[config.mk]
export PLATFORM = sky130hd
export DESIGN_NAME = hall_bridge_ctrl
export DESIGN_NICKNAME = d
export VERILOG_FILES = /design/src/rtl/hall_bridge_ctrl.sv
export SDC_FILE = /design/constraint.sdc
export NUM_CORES = 1
export LEC_CHECK = 0
export ABC_AREA = 1
export BUFFER_PORTS_ARGS = -buffer_cell sky130_fd_sc_hd__buf_2
export CAP_MARGIN = 20
export CORE_MARGIN = 2
export CORE_UTILIZATION = 48
export CTS_BUF_LIST = sky130_fd_sc_hd__clkbuf_4
export CTS_CLUSTER_SIZE = 12
export DETAILED_ROUTE_END_ITERATION = 6
export PLACE_DENSITY = 0.87
export SETUP_SLACK_MARGIN = 0.02
export SLEW_MARGIN = 10
export SYNTH_ARGS = -nofsm -noshare
export SYNTH_HDL_FRONTEND = slang
export SYNTH_SLANG_ARGS = --single-unit
[constraint.sdc]
create_clock -name clk -period 1.8 [get_ports clk]
set_input_delay 0.27 -clock clk [delete_from_list [all_inputs] [get_ports clk]]
set_output_delay 0.27 -clock clk [all_outputs]
set_load 0.01 [all_outputs]
[src/rtl/hall_bridge_ctrl.sv]
module hall_bridge_ctrl #(
  parameter int CNT_W     = 8,
  parameter int BLANK_CYC = 4
) (
  input  logic             clk,
  input  logic             rst_n,
  input  logic [2:0]       hall,
  input  logic             run_n,
  input  logic             brake,
  input  logic             coast_sel,
  input  logic             locked,
  input  logic [CNT_W-1:0] duty,
  input  logic [CNT_W-1:0] period,
  input  logic             ilim,
  input  logic             prot_off,
  output logic [2:0]       hi_on,
  output logic [2:0]       lo_on
);
  localparam logic [CNT_W-1:0] BLANK_V = CNT_W'(BLANK_CYC);

  logic [CNT_W-1:0] cnt;
  logic             trip;
  logic [2:0]       src, snk;

  always_comb begin
    src = 3'b000;
    snk = 3'b000;
    case (hall)
      3'b101: begin snk = 3'b001; src = 3'b010; end
      3'b100: begin snk = 3'b001; src = 3'b100; end
      3'b110: begin snk = 3'b010; src = 3'b100; end
      3'b010: begin src = 3'b001; snk = 3'b010; end
      3'b011: begin src = 3'b001; snk = 3'b100; end
      3'b001: begin src = 3'b010; snk = 3'b100; end
      default: ;
    endcase
  end

  wire [CNT_W-1:0] dscaled = locked ? (duty >> 1) : duty;
  wire             wrap    = ({1'b0, cnt} + 1'b1) >= {1'b0, period};
  wire             pwm_on  = cnt < dscaled;
  wire             active  = rst_n && !run_n && !(brake && coast_sel);
  wire             rev     = brake && !coast_sel;
  wire             lo_gate = pwm_on && !trip && !prot_off;

  always_ff @(posedge clk or negedge rst_n) begin
    if (!rst_n) begin
      cnt  <= '0;
      trip <= 1'b0;
    end else if (wrap) begin
      cnt  <= '0;
      trip <= 1'b0;
    end else begin
      cnt <= cnt + 1'b1;
      if (ilim && pwm_on && cnt >= BLANK_V) trip <= 1'b1;
    end
  end

  assign hi_on = active ? (rev ? snk : src) : 3'b000;
  assign lo_on = (active && lo_gate) ? (rev ? src : snk) : 3'b000;

  p_no_shoot_r1: assert property (@(posedge clk) disable iff (!rst_n)
    (hi_on & lo_on) == 3'b000 && $onehot0(hi_on) && $onehot0(lo_on));
  p_stop_off_r3: assert property (@(posedge clk) disable iff (!rst_n)
    run_n |-> (hi_on == 3'b000 && lo_on == 3'b000));
  p_coast_off_r4: assert property (@(posedge clk) disable iff (!rst_n)
    (brake && coast_sel) |-> (hi_on == 3'b000 && lo_on == 3'b000));
  p_prot_low_off_r9: assert property (@(posedge clk) disable iff (!rst_n)
    prot_off |-> lo_on == 3'b000);
  p_blank_clear_r8: assert property (@(posedge clk) disable iff (!rst_n)
    (cnt < BLANK_V) |-> !trip);
  p_trip_hold_r8: assert property (@(posedge clk) disable iff (!rst_n)
    (trip && !wrap) |=> trip);
  p_carrier_wrap_r6: assert property (@(posedge clk) disable iff (!rst_n)
    wrap |=> cnt == '0);
endmodule

==> flow_metrics.tcl, run 1 <==
set metrics [dict create \
    chipHeight_um 51.71 \
    ios 33 \
    regArea_um2 230.2 \
    synth-simple-area-share_pct 29.55 \
    synth_fa_ha_area_share_pct 19.47 \
    ys_seq_area_share_pct 20.62 \
    crit_slowest_cell "dfrtp_2" \
    violations "setup timing" \
    n_antenna_cell 0 \
    layout_min_cycle_time_ns 2.373 \
    grtUsageTotal_pct 27.76 \
    initialDrtViolationCount 60 \
    synth_seq_cells 9 \
    postSynthCellCount 157 \
    worst_slack_ns -0.5726 \
    skew_ns 0.004842 \
    fillers 104 \
    dpl_cell_area_mm2 0.001420 \
    final_cell_mix "32 x buf_2, 31 x buf_4, 25 x inv_1" \
    yosys_warnings 0 \
    clk_latency_ns 0.29 \
    hp-class "in -> reg" \
    synthXorXnorAreaFrac_pct 4.811 \
    grt_pass1_wl_mm 5.395 \
    final_cells 258 \
    cellPowerDensity_mw_per_mm2 1301 \
    syn_to_final_growth_pct 73.31 \
    core_mm2 0.002191 \
    synth_cell_types 24 \
    status "finished, violations left" \
    arrival_ns 2.57 \
    max_stage_delay_ns 0.45 \
    slew_headroom_pct 69.19 \
    synth_top_family_by_area "simple AND/OR/NAND/NOR gates" \
    hold_ws_ns 0.3999 \
    tightest_slew_ns 0.4587 \
    portBuffers 32 \
    drive_gt1_share_pct 54.35 \
    p_total_mw 2.462 \
    fin_crit_sh_pct 131.8 \
    wl_met2_mm 2.483 \
    synth_top_area_cell "dfrtp_1" \
    leakage_nw 1.052 \
    cp_max_fo 4 \
    irDropWorstVdd_uv 1362 \
    muxShareOfSynthArea_pct 4.582 \
    yosys-top-cells-area "dfrtp_1 21%, ha_1 19%, inv_1 10%, nand2_1 9.6%, nor2_1 7.6%" \
    hold_violations 0 \
    die_area_mm2 0.002673 \
    via_per_inst 5.585 \
    ant_nets 0 \
    cts_buffer_depth 2 \
    preCtsSetupSlack_ns -0.3583 \
    setup_viol 12 \
    routed_wl_mm 4.878 \
    rsz0062_at_grt "true" \
    netlist_area_mm2 0.001092 \
    top_layer "met4" \
    synth_top_area_share_pct 20.62 \
    max_clock_freq_mhz 421.5 \
    max_cap_violations 0 \
    wl_met1_mm 1.633 \
    worstPathRequired_ns 2.00 \
    multiInputGateArea_mm2 0.001015 \
    wl_met3_um 415 \
    htreeDepth 1 \
    grt_max_degree 10 \
    slew_violations 0 \
    drc 0 \
    final_common_cell "buf_2" \
    synth_compound_area_share_pct 8.935 \
    drt_first_pass_iters 4 \
    dp_hpwl_mm 1.963 \
    antenna_found_initial 0 \
    initial_utilization_pct 49.86 \
    cp-end-kind "flip-flop" \
    worstSetupPathType "reg -> reg" \
    grt-ovfl-total 0 \
    cts_buffers 3 \
    cts.sinks 9 \
    dp_cells 232 \
    syn_nets 201 \
    cts_root_buf "clkbuf_4" \
    critical_path.cell_chain "ha_2 -> nand2_2 -> nor2_4 -> xnor2_2 -> inv_2 -> ha_4 -> a21oi_1 -> nand2_1 -> o21bai_1 -> nand2_1 -> nand2_2 -> nand2_4 -> nor2_1" \
    nNetsFinal 275 \
    design_area_mm2 0.001893 \
    wl_per_cell_um 18.91 \
    critPathLaunchType "flip-flop" \
    cts_tree "yes" \
    num_rows 17 \
    die_w_um 51.71 \
    syn_avg_cell_area_um2 6.957 \
    gp_congestion 0.8256 \
    grt_pass1_vias 1275 \
    clk_pin_slew_ns 0.07 \
    vias 1441 \
]
==> where the power goes <==
part	internal, mW	leakage, nW	switching, mW
clock	0.101	0.0184	0.0931
combinational	0.893	0.928	1.00
sequential	0.289	0.106	0.0823
total	1.28	1.05	1.18
==> state kept, by name, indices dropped and copies added, names as in the netlist <==
name	count
trip	1
cnt	8
==> worst paths after layout <==
check                        from     end  slack (ns)  depth (start not counted)
max                        cnt[1]  cnt[2]       -0.57                         13
min                          ilim    trip        0.40                          5
max reg2reg                cnt[1]  cnt[2]       -0.57                         13
min reg2reg                  trip    trip        0.58                          2
max in group asynchronous   rst_n  cnt[5]        1.16                          3
min in group asynchronous   rst_n  cnt[2]        0.48                          3
==> synthesized netlist by cell type, drive strengths merged <==
library cell and n:
a211oi 2, a21oi 8, buf 1, dfrtp 9
ha 17, inv 33, mux2i 5, nand2 30
nand3 6, nand3b 1, nand4 2, nor2 24
nor3 4, nor4 1, o21ai 7, o21bai 1
xnor2 1, xor2 5
==> stage by stage <==
stage,utilization (%),TNS [ns]
after detailed placement,64.82,-3.535
final,86.41,-5.758
after floorplan,-,-1.494
after CTS,76.13,-3.664
after global placement,64.82,-3.213
after global routing,86.41,-6.424
==> repair_timing <==
item,4_1_cts,5_1_grt
buffers inserted,11,9
pin swaps,17,21
hold buffers,1,0
hold endpoints to repair,9,0
endpoints found under the setup margin,12,12
gates cloned,1,0
gates resized for setup,23,30
==> metal layers <==
| layer | up-vias | global-route usage [%] |
|---|---|---|
| li1 | 639 | - |
| met1 | 657 | 29.66 |
| met2 | 105 | 50.64 |
| met3 | 40 | 2.011 |
| met4 | 0 | 20.61 |
| met5 | - | 0 |
==> cell families after synthesis <==
| kind of cell | count (synthesis) |
|---|---|
| and+or+nand+nor | 68 |
| buffers and inverters | 34 |
| AOI/OAI and AO/OA | 18 |
| adders and majority gates | 17 |
| DFF | 9 |
| xor gates and xnor gates | 6 |
| muxes | 5 |
==> critical path, delay by kind of cell (launching register included) <==
family | cells | cell delay (ns)
AO/OA/AOI/OAI | 2 | 0.36
XOR/XNOR | 1 | 0.23
adder cells (fa/ha/maj) | 2 | 0.45
buffers and inverters | 1 | 0.09
flip-flops | 1 | 0.45
AND/OR/NAND/NOR | 7 | 0.72
==> final cells by class <==
cell class              count  area share, %
clock buffers               4          1.586
inverters                  33          6.543
multi-input cells         115          53.60
flip-flops and latches      9          12.16
well taps                  28          1.851
repair buffers             69          24.26
Power figures use the tool's default switching activity.
==> run 2, diff against run 1 <==
MAX_ROUTING_LAYER = met4   (was default)
==> flow_metrics.tcl, run 2 (synthesis results as in run 1) <==
set metrics [dict create \
    slew_violations 0 \
    hold_violations 0 \
    wl_per_cell_um 18.42 \
    worstSetupPathType "reg -> reg" \
    cp_max_fo 5 \
    antenna_found_initial 0 \
    clk_latency_ns 0.29 \
    htreeDepth 1 \
    largest_reg_flops 8 \
    crit_slowest_cell "dfrtp_2" \
    drt_first_pass_iters 4 \
    fillers 108 \
    status "finished, violations left" \
    final_cells 257 \
    irDropWorstVdd_uv 1273 \
    via_per_inst 5.658 \
    power.share.combinational_pct 76.4 \
    drc 0 \
    ant_nets 0 \
    setup_tns_ns -6.423 \
    grt_max_degree 10 \
    n_antenna_cell 0 \
    leakage_nw 1.048 \
    clk_pin_slew_ns 0.08 \
    hp-class "in -> reg" \
    skew_ns 0.001450 \
    initialDrtViolationCount 76 \
    dp_cells 232 \
    max_clock_freq_mhz 415.1 \
    multiInputGateArea_mm2 0.001015 \
    grtUsageTotal_pct 28.43 \
    setup_viol 12 \
    nNetsFinal 274 \
    cts_buffer_depth 2 \
    dpl_cell_area_mm2 0.001420 \
    portBuffers 32 \
    final_cell_mix "32 x buf_2, 30 x buf_4, 25 x inv_1" \
    grt_pass1_vias 1279 \
    crit_family "simple AND/OR/NAND/NOR gates" \
    routed_wl_mm 4.733 \
    chipHeight_um 51.71 \
    design_area_mm2 0.001886 \
    cts_tree "yes" \
    violations "setup timing" \
    cellPowerDensity_mw_per_mm2 1291 \
    tightest_slew_ns 0.5415 \
    cts_root_buf "clkbuf_4" \
    max_stage_delay_ns 0.45 \
    cp-end-kind "flip-flop" \
    grt_pass1_wl_mm 5.382 \
    grt-ovfl-total 0 \
    preCtsSetupSlack_ns -0.3583 \
    cts_buffers 3 \
    p_clk_share_pct 8.6 \
    slew_headroom_pct 63.62 \
    num_rows 17 \
    fin_crit_sh_pct 133.8 \
    p_sw_share_pct 47.91 \
    regArea_um2 230.2 \
    drive_gt1_share_pct 54.15 \
    die_w_um 51.71 \
    core_mm2 0.002191 \
    p_sw_mw 1.166 \
    p_seq_share_pct 15.0 \
    final_common_cell "buf_2" \
    ios 33 \
    arrival_ns 2.60 \
    dp_hpwl_mm 1.963 \
    reg_top3 "cnt x8, trip x1" \
    syn_to_final_growth_pct 72.62 \
    hold_ws_ns 0.3705 \
    critPathBufInv 1 \
    cts.sinks 9 \
    intPower_mw 1.268 \
    layout_min_cycle_time_ns 2.409 \
    vias 1454 \
    largest_register "cnt" \
    critical_path.cell_chain "ha_2 -> nand2_2 -> nor2_4 -> xnor2_2 -> inv_2 -> ha_4 -> nand2_4 -> nor2_1 -> nand3_1 -> nand2_1 -> o21bai_1 -> nand2_1 -> nand2_2 -> nand2_4 -> a21oi_2" \
    max_cap_violations 0 \
    die_area_mm2 0.002673 \
    initial_utilization_pct 49.86 \
    worst_slack_ns -0.6090 \
    rsz0062_at_grt "true" \
    critPathLaunchType "flip-flop" \
    gp_congestion 0.8381 \
    worstPathRequired_ns 1.99 \
]
## run 2: routing by layer
metal / global-route usage, % / vias up / wire length (µm)
met3: 2.011 / 40 / 380
li1: - / 644 / -
met2: 50.64 / 106 / 2317
met4: 20.61 / 0 / 379
met5: - / - / 0
met1: 29.48 / 664 / 1655
## run 2: area by class of cell
cell class,instances,area share (%)
inverter,33,6.569
clock buffer,4,1.593
multi-input combinational,115,53.82
tap,28,1.858
timing repair buffer,68,23.95
sequential,9,12.21
## run 2: what timing repair did
item | 4_1_cts | 5_1_grt
hold endpoints to repair | 9 | 0
resized for setup | 23 | 30
setup endpoints to repair | 12 | 12
pin swaps | 17 | 21
setup buffers | 11 | 8
hold buffers | 1 | 0
cloned | 1 | 0
## run 2: path summary, 6_finish.rpt
check / to / slack, ns / start / cells after the start
min reg2reg: trip / 0.58 / trip / 2
max reg2reg: trip / -0.61 / cnt[1] / 15
min in group asynchronous: cnt[4] / 0.45 / rst_n / 3
min: trip / 0.37 / ilim / 5
max in group asynchronous: cnt[1] / 1.19 / rst_n / 3
max: trip / -0.61 / cnt[1] / 15
## run 2: tightest hold or removal path, stage by stage
cell and delay, ns:
buf_2 0.10, nand2_1 0.06, inv_1 0.03, nand3_1 0.10, a21oi_2 0.06
## run 2: power by group through the flow
stage	Sequential (mW)	Combinational, mW	Clock (mW)
2_1_floorplan	0.371	0.620	0
3_3_place_gp	0.369	0.955	0
3_5_place_dp	0.375	0.988	0
4_1_cts	0.349	1.29	0.175
5_1_grt	0.372	1.96	0.209
6_report	0.366	1.86	0.209
## run 2: through the flow
step / util (%) / power (mW)
after global placement: 64.82 / 1.324
after floorplan: - / 0.9913
after global routing: 86.07 / 2.545
final: 86.07 / 2.434
after CTS: 76.13 / 1.812
after detailed placement: 64.82 / 1.363
